### config.mk
export PLATFORM = sky130hd
export DESIGN_NAME = fwd_unit
export DESIGN_NICKNAME = d
export VERILOG_FILES = /design/src/rtl/fwd_pkg.sv /design/src/rtl/fwd_pipe.sv /design/src/rtl/fwd_sel.sv /design/src/rtl/fwd_hazard.sv /design/src/rtl/fwd_unit.sv
export SDC_FILE = /design/constraint.sdc
export NUM_CORES = 1
export LEC_CHECK = 0
export CORE_MARGIN = 2
export CORE_UTILIZATION = 43
export CTS_CLUSTER_SIZE = 24
export DETAILED_ROUTE_END_ITERATION = 12
export DONT_BUFFER_PORTS = 1
export HOLD_SLACK_MARGIN = 0.08
export PLACE_DENSITY_LB_ADDON = 0.12
export SYNTH_ARGS = -nofsm -noshare
export SYNTH_HDL_FRONTEND = slang
export SYNTH_SLANG_ARGS = --single-unit
### constraint.sdc
create_clock -name clk_i -period 3.13 [get_ports clk_i]
set_clock_uncertainty 0.1 [all_clocks]
set_input_delay 0.7825 -clock clk_i [delete_from_list [all_inputs] [get_ports clk_i]]
set_output_delay 0.7825 -clock clk_i [all_outputs]
set_load 0.01 [all_outputs]
### src/rtl/fwd_pkg.sv
package fwd_pkg;
  parameter int unsigned REG_W = 5;
  localparam int unsigned LATE_STAGES = 2;  // EX/MEM, MEM/WB

  typedef logic [REG_W-1:0] reg_id_t;

  typedef enum logic [1:0] {
    SEL_RF  = 2'b00,
    SEL_EXM = 2'b01,
    SEL_MWB = 2'b10
  } fwd_sel_e;

  // Full control word held in ID/EX
  typedef struct packed {
    reg_id_t src_a;
    reg_id_t src_b;
    logic    a_used;
    logic    b_used;
    logic    b_imm;
    reg_id_t dst;
    logic    wr;
    logic    is_load;
  } ex_ctl_t;

  // Write-side view kept past EX
  typedef struct packed {
    reg_id_t dst;
    logic    wr;
  } wb_ctl_t;
endpackage

### src/rtl/fwd_pipe.sv
module fwd_pipe
  import fwd_pkg::*;
(
  input  logic                       clk_i,
  input  logic                       rst_ni,
  input  ex_ctl_t                    id_i,
  input  logic                       flush_i,
  output ex_ctl_t                    ex_o,
  output wb_ctl_t [LATE_STAGES-1:0]  late_o
);
  ex_ctl_t ex_q;

  always_ff @(posedge clk_i or negedge rst_ni) begin
    if (!rst_ni)      ex_q <= '0;
    else if (flush_i) ex_q <= '0;
    else              ex_q <= id_i;
  end

  assign ex_o = ex_q;

  for (genvar g = 0; g < LATE_STAGES; g++) begin : g_late
    wb_ctl_t q;
    wb_ctl_t d;
    if (g == 0) begin : g_first
      assign d = '{dst: ex_q.dst, wr: ex_q.wr};
    end else begin : g_next
      assign d = g_late[g-1].q;
    end
    always_ff @(posedge clk_i or negedge rst_ni) begin
      if (!rst_ni) q <= '0;
      else         q <= d;
    end
    assign late_o[g] = q;
  end
endmodule

### src/rtl/fwd_sel.sv
module fwd_sel
  import fwd_pkg::*;
(
  input  reg_id_t  src_i,
  input  logic     used_i,
  input  logic     imm_i,
  input  reg_id_t  exm_dst_i,
  input  logic     exm_wr_i,
  input  reg_id_t  mwb_dst_i,
  input  logic     mwb_wr_i,
  output fwd_sel_e sel_o
);
  logic live;
  logic hit_exm;
  logic hit_mwb;

  assign live    = used_i && !imm_i && (src_i != '0);
  assign hit_exm = live && exm_wr_i && (exm_dst_i == src_i);
  assign hit_mwb = live && mwb_wr_i && (mwb_dst_i == src_i);

  always_comb begin
    if (hit_exm)      sel_o = SEL_EXM;  // younger result first
    else if (hit_mwb) sel_o = SEL_MWB;
    else              sel_o = SEL_RF;
  end
endmodule

### src/rtl/fwd_hazard.sv
module fwd_hazard
  import fwd_pkg::*;
(
  input  ex_ctl_t id_i,
  input  logic    id_is_link_i,
  input  ex_ctl_t ex_i,
  input  logic    wb_wr_i,
  output logic    stall_o
);
  logic load_live;
  logic rd_a;
  logic rd_b;
  logic load_use;
  logic link_clash;

  assign load_live  = ex_i.is_load && ex_i.wr && (ex_i.dst != '0);
  assign rd_a       = id_i.a_used && (id_i.src_a == ex_i.dst);
  assign rd_b       = id_i.b_used && (id_i.src_b == ex_i.dst);
  assign load_use   = load_live && (rd_a || rd_b);
  assign link_clash = id_is_link_i && wb_wr_i;
  assign stall_o    = load_use || link_clash;
endmodule

### src/rtl/fwd_unit.sv
module fwd_unit
  import fwd_pkg::*;
(
  input  logic             clk_i,
  input  logic             rst_ni,
  input  logic [REG_W-1:0] id_src_a_i,
  input  logic [REG_W-1:0] id_src_b_i,
  input  logic             id_a_used_i,
  input  logic             id_b_used_i,
  input  logic             id_b_imm_i,
  input  logic [REG_W-1:0] id_dst_i,
  input  logic             id_wr_i,
  input  logic             id_is_load_i,
  input  logic             id_is_link_i,
  output logic [1:0]       sel_a_o,
  output logic [1:0]       sel_b_o,
  output logic             pc_hold_o,
  output logic             ifid_hold_o,
  output logic             bubble_o
);
  localparam int unsigned N_OPS = 2;

  ex_ctl_t                   id_ctl;
  ex_ctl_t                   ex_q;
  wb_ctl_t [LATE_STAGES-1:0] late_q;
  logic                      stall;

  reg_id_t  op_src  [N_OPS];
  logic     op_used [N_OPS];
  logic     op_imm  [N_OPS];
  fwd_sel_e op_sel  [N_OPS];

  assign id_ctl = '{
    src_a:   id_src_a_i,
    src_b:   id_src_b_i,
    a_used:  id_a_used_i,
    b_used:  id_b_used_i,
    b_imm:   id_b_imm_i,
    dst:     id_dst_i,
    wr:      id_wr_i,
    is_load: id_is_load_i
  };

  fwd_hazard u_hazard (
    .id_i         (id_ctl),
    .id_is_link_i (id_is_link_i),
    .ex_i         (ex_q),
    .wb_wr_i      (late_q[LATE_STAGES-1].wr),
    .stall_o      (stall)
  );

  fwd_pipe u_pipe (
    .clk_i   (clk_i),
    .rst_ni  (rst_ni),
    .id_i    (id_ctl),
    .flush_i (stall),
    .ex_o    (ex_q),
    .late_o  (late_q)
  );

  assign op_src[0]  = ex_q.src_a;
  assign op_used[0] = ex_q.a_used;
  assign op_imm[0]  = 1'b0;
  assign op_src[1]  = ex_q.src_b;
  assign op_used[1] = ex_q.b_used;
  assign op_imm[1]  = ex_q.b_imm;

  for (genvar k = 0; k < N_OPS; k++) begin : g_op
    fwd_sel u_sel (
      .src_i     (op_src[k]),
      .used_i    (op_used[k]),
      .imm_i     (op_imm[k]),
      .exm_dst_i (late_q[0].dst),
      .exm_wr_i  (late_q[0].wr),
      .mwb_dst_i (late_q[1].dst),
      .mwb_wr_i  (late_q[1].wr),
      .sel_o     (op_sel[k])
    );
  end

  assign sel_a_o     = op_sel[0];
  assign sel_b_o     = op_sel[1];
  assign pc_hold_o   = stall;
  assign ifid_hold_o = stall;
  assign bubble_o    = stall;
endmodule

==> flow_summary.yaml, run 1 <==
timing:
  max_freq_ghz: 0.346
  final.setup.tns_ns: 0
  post-route-period-util_pct: 92.3
  hold_violations: 0
  period_needed_ns: 2.89
  setup_violations: 0
  slew_headroom_pct: 59.3
  whs_ns: 0.172
  tightest_slew_ns: 0.608
  maxSlewViolCount: 0
  rsz0062_at_grt: "false"
pwr:
  switchingPower_mw: 0.219
  p_int_mw: 0.607
  pwr-share-clk_pct: 28.7
  leakage_nw: 0.659
  p_total_mw: 0.825
  ir_drop_mv: 0.237
  p_sw_share_pct: 26.5
  powerDensity_mw_per_mm2: 508
  sequentialPowerShare_pct: 57.4
  p_comb_share_pct: 13.9
worst_setup_path:
  setup.worst_path.end_class: "output pin"
  crit_path_max_fanout: 21
  path_class: "reg -> out"
  cp_data_arrival_time_ns: 2.01
  startpoint_type: "flip-flop"
  cp_data_required_time_ns: 2.25
clock_tree:
  cts.reportedPaths.clkPinSlew_ns: 0.09
  post_cts_buffers: 0
  cts_tree: "done"
  cts-root-buf: "clkbuf_4"
  cts.path.max_buffers: 2
  worstSkewPairLatency_ns: 0.33
  cts.sinks: 32
  h-tree-depth: 2
  cts_buffers: 5
floorplan:
  dieArea_mm2: 0.00409
  die_w_um: 63.9
  start_util_pct: 45.6
  rows: 21
  coreArea_mm2: 0.00339
  num_io_pins: 30
  die_h_um: 63.9
route:
  route.detailed.drc: 0
  first_iter_violations: 10
  dr.pass1.iters: 3
  wl_per_cell_um: 15.6
  postRouteAntennaNets: 0
  viasPerCell: 5.12
  dr_total_vias: 942
  totalWireLength_mm: 2.87
global_route:
  grt.total_usage_pct: 16.1
  antenna_found_initial: 0
  grt_first_pass_wirelength_mm: 4.89
  grt_max_degree: 33
  grt_pass1_vias: 1012
  grt_overflow: 0
min_path:
  hp-class: "in -> async"
yosys:
  yosysWarnings: 0
  synthesis.nets: 161
  avgSynthCellArea_um2: 11.2
  ys_ff_latch: 32
  ys_types: 20
  synth_cells: 138
  synthesis.area_mm2: 0.00155
  seq_area_frac_synth_pct: 51.8
place:
  portBuffers: 0
  placedCellCount: 175
  dpl.hpwl_mm: 2.20
  place_congestion: 0.856
run:
  maxCapViolations: 0
finish:
  drive_above_1_share_pct: 22.5
  syn_to_final_growth_pct: 5.18
  antenna_cells: 0
  fin_cells: 184
  final_nets: 160
run_status:
  status: "finished, final reports clean"
placed cells by master, fill, tap and decap left out:
cell,netlist,layout
nor3_1,4,4
nand4_1,4,4
or4_1,2,2
buf_4,4,1
dfrtp_1,32,32
a21oi_2,20,20
nand2_1,25,25
o22ai_2,0,1
clkbuf_4,0,5
o311a_4,1,1
xor2_1,8,8
clkbuf_1,2,2
nor4_1,2,2
or3_1,1,1
buf_12,0,1
nand3_1,2,2
o21ai_1,2,2
a22o_2,1,1
xnor2_1,22,22
clkbuf_8,0,1
nor2b_1,1,1
metrics by stage:
| step | setup WS, ns | instance area, um^2 | util [%] |
|---|---|---|---|
| CTS | 0.226 | 1630 | 48.0 |
| global placement | 0.636 | 1550 | 45.6 |
| floorplan | 0.714 | 1550 | - |
| global route | 0.151 | 1630 | 48.0 |
| detailed placement | 0.599 | 1550 | 45.6 |
| finish | 0.242 | 1630 | 48.0 |
path summary, 6_finish.rpt:
kind / from / endpoint / slack, ns / cells after the start
max: u_pipe.ex_o[2]$_DFF_PN0_ / ifid_hold_o / 0.24 / 3
min: rst_ni / u_pipe.ex_o[2]$_DFF_PN0_ / 0.17 / 1
max reg2reg: u_pipe.ex_o[2]$_DFF_PN0_ / u_pipe.ex_o[11]$_DFF_PN0_ / 1.43 / 3
min reg2reg: u_pipe.ex_o[1]$_DFF_PN0_ / u_pipe.late_o[0]$_DFF_PN0_ / 0.33 / 0
max in group asynchronous: rst_ni / u_pipe.late_o[7]$_DFF_PN0_ / 2.58 / 1
min in group clk_i: u_pipe.ex_o[1]$_DFF_PN0_ / u_pipe.late_o[0]$_DFF_PN0_ / 0.33 / 0
cells by family after synthesis:
kind of cell / share of synthesized area (%)
AOI/OAI and AO/OA: 14.4
xor gates and xnor gates: 17.0
buffers and inverters: 4.53
DFF: 51.8
and+or+nand+nor: 12.2
cell usage after synthesis:
cell | instances | area (um^2)
buf_4 | 4 | 30.0
a21oi_2 | 20 | 175
buf_2 | 2 | 10.0
xor2_1 | 8 | 70.1
o311a_4 | 1 | 21.3
nor2b_1 | 1 | 6.26
xnor2_1 | 22 | 193
or4_1 | 2 | 15.0
nand2_1 | 25 | 93.8
buf_6 | 2 | 22.5
a22o_2 | 1 | 10.0
o21ai_1 | 2 | 10.0
o22ai_1 | 1 | 6.26
nor3_1 | 4 | 20.0
nand4_1 | 4 | 25.0
clkbuf_1 | 2 | 7.51
dfrtp_1 | 32 | 801
nand3_1 | 2 | 10.0
or3_1 | 1 | 6.26
nor4_1 | 2 | 12.5
flip-flops by register name (all words and copies together) (netlist names):
register       count
u_pipe.ex_o       20
u_pipe.late_o     12
critical path: stages, from the launching register on:
cell and delay [ns]:
dfrtp_1 0.43, or3_1 0.41, o311a_4 0.47, a22o_2 0.36
per-layer routing:
layer / global-route usage [%] / wire, um
met1: 19.2 / 1160
met2: 26.2 / 1480
met3: 5.11 / 178
met4: 8.15 / 57
met5: 0 / 0
cell type report:
class / count / area [um^2]
timing repair buffer: 2 / 27.5
tap: 46 / 57.6
sequential: 32 / 801
fill: 332 / 1760
clock buffer: 8 / 58.8
multi-input combinational: 96 / 681
power groups by stage:
stage                     logic, mW  registers (mW)  clock network, mW
after global routing          0.130           0.478              0.268
after CTS                     0.117           0.474              0.246
after global placement        0.104           0.483                  0
final                         0.115           0.473              0.237
after detailed placement      0.106           0.483                  0
after floorplan              0.0958           0.474                  0
what timing repair did:
item                      CTS  global route
hold buffers                1             0
gates resized for setup     0             0
hold endpoints to repair   32             0
(Power assumes the default switching activity.)
==> run 2, diff against run 1 <==
--- a/config.mk
+++ b/config.mk
@@ -10,6 +10,7 @@
 export CTS_CLUSTER_SIZE = 24
 export DETAILED_ROUTE_END_ITERATION = 12
 export DONT_BUFFER_PORTS = 1
+export GPL_ROUTABILITY_DRIVEN = 0
 export HOLD_SLACK_MARGIN = 0.08
 export PLACE_DENSITY_LB_ADDON = 0.12
 export SYNTH_ARGS = -nofsm -noshare
==> results of run 2 <==
No change in the layout: final DEF, timing and power equal those of run 1.
==> run 3, diff against run 2 <==
--- a/config.mk
+++ b/config.mk
@@ -5,7 +5,6 @@
 export SDC_FILE = /design/constraint.sdc
 export NUM_CORES = 1
 export LEC_CHECK = 0
-export CORE_MARGIN = 2
 export CORE_UTILIZATION = 43
 export CTS_CLUSTER_SIZE = 24
 export DETAILED_ROUTE_END_ITERATION = 12
==> run 3 against run 2 <==
Highest routed layer unchanged. Total power is 2.9% higher. Combinational power hardly changed. Largest power group unchanged. Sequential share of layout area is 0.19 points lower. Critical path depth stayed put.
==> flow_summary.yaml, run 3 (same netlist as run 1, synthesis figures left out) <==
global_route:
  use_met2_pct: 28.4
  grt.busiest_layer: "met2"
  grt.total_usage_pct: 18.5
  gr-usage-met3_pct: 8.07
  use_met1_pct: 22.4
  grt_max_degree: 33
  antenna_found_initial: 0
  grt_first_pass_wirelength_mm: 4.75
  grt_pass1_vias: 976
  grt_overflow: 0
clock_tree:
  cts-root-buf: "clkbuf_4"
  worstSkewPairLatency_ns: 0.33
  cts_buffers: 5
  h-tree-depth: 2
  cts.sinks: 32
  cts_tree: "done"
  cts.path.max_buffers: 2
  post_cts_buffers: 0
  cts.reportedPaths.clkPinSlew_ns: 0.09
timing:
  whs_ns: 0.160
  post-route-period-util_pct: 92.8
  final.setup.tns_ns: 0
  rsz0062_at_grt: "false"
  period_needed_ns: 2.91
  setup_violations: 0
  max_freq_ghz: 0.344
  maxSlewViolCount: 0
  slew_headroom_pct: 59.2
  tightest_slew_ns: 0.610
  hold_violations: 0
run_status:
  status: "finished, final reports clean"
finish:
  syn_to_final_growth_pct: 5.59
  multi_input_area_um2: 681
  final_cell_mix: "32 x dfrtp_1, 25 x nand2_1, 22 x xnor2_1, 20 x a21oi_2, 8 x xor2_1"
  final_nets: 160
  antenna_cells: 0
  final_common_cell: "dfrtp_1"
  fillerInstances: 320
  regArea_um2: 801
  largest_reg_flops: 20
  final_core_util_pct: 48.1
  fin_cells: 183
  drive_above_1_share_pct: 23.4
worst_setup_path:
  slowest_stage: "o311a_4"
  cp_data_arrival_time_ns: 2.02
  crit_path_max_incr_delay_ns: 0.48
  startpoint_type: "flip-flop"
  cp_data_required_time_ns: 2.25
  path_class: "reg -> out"
  crit_path_max_fanout: 21
  setup.worst_path.end_class: "output pin"
  path_cells: "or3_1 > o311a_4 > a22o_2"
floorplan:
  coreArea_mm2: 0.00339
  dieArea_mm2: 0.00384
  start_util_pct: 45.6
  rows: 21
  die_h_um: 61.9
  num_io_pins: 30
  die_w_um: 61.9
place:
  placedCellCount: 175
  dpl.hpwl_mm: 2.18
  portBuffers: 0
route:
  totalWireLength_mm: 2.93
  first_iter_violations: 17
  dr_total_vias: 949
  viasPerCell: 5.19
  postRouteAntennaNets: 0
  dr.pass1.iters: 3
  route.detailed.drc: 0
  wl_per_cell_um: 16.0
min_path:
  hp-class: "in -> async"
pwr:
  leakage_nw: 0.664
  ir_drop_mv: 0.243
  powerDensity_mw_per_mm2: 520
  p_total_mw: 0.849
run:
  maxCapViolations: 0
run 3: layout make-up:
| type | instances | area share, % |
|---|---|---|
| Sequential cell | 32 | 49.1 |
| Multi-Input combinational cell | 96 | 41.7 |
| Clock buffer | 7 | 3.99 |
| Tap cell | 46 | 3.53 |
| Timing Repair Buffer | 2 | 1.69 |
run 3: path summary, 6_finish.rpt:
kind,slack (ns),endpoint,from,cells after the start
setup / recovery,0.22,ifid_hold_o,u_pipe.ex_o[2]$_DFF_PN0_,3
hold / removal,0.16,u_pipe.ex_o[8]$_DFF_PN0_,rst_ni,1
setup reg to reg,1.42,u_pipe.ex_o[11]$_DFF_PN0_,u_pipe.ex_o[2]$_DFF_PN0_,3
hold reg to reg,0.34,u_pipe.late_o[0]$_DFF_PN0_,u_pipe.ex_o[1]$_DFF_PN0_,0
max in group asynchronous,2.61,u_pipe.late_o[8]$_DFF_PN0_,rst_ni,1
min in group clk_i,0.34,u_pipe.late_o[0]$_DFF_PN0_,u_pipe.ex_o[1]$_DFF_PN0_,0
run 3: layer usage:
metal,share of wire (%),wire length [um],vias up
met5,0,0,-
met4,1.9,55,0
met3,7.2,212,7
met2,49,1440,21
met1,42,1220,464
li1,-,-,457
run 3: report_power, final:
group / total [mW] / leakage (nW) / switching, mW / internal (mW)
Combinational: 0.114 / 0.237 / 0.0607 / 0.0534
Clock: 0.261 / 0.0374 / 0.134 / 0.127
Sequential: 0.474 / 0.390 / 0.0315 / 0.443
run 3: what timing repair did:
item / CTS / global route
hold endpoints to repair: 32 / 0
hold buffers: 1 / 0
gates resized for setup: 0 / 0
run 3: worst max-delay path: cells and delay by family, from the launching register on:
kind / cells / cell delay, ns
AOI/OAI and AO/OA: 2 / 0.84
DFF: 1 / 0.44
and+or+nand+nor: 1 / 0.41
run 3: through the flow:
step | worst slack (ns) | area [um^2]
after floorplan | 0.714 | 1550
after global placement | 0.635 | 1550
after detailed placement | 0.596 | 1550
after CTS | 0.220 | 1630
after global routing | 0.135 | 1630
final | 0.225 | 1630
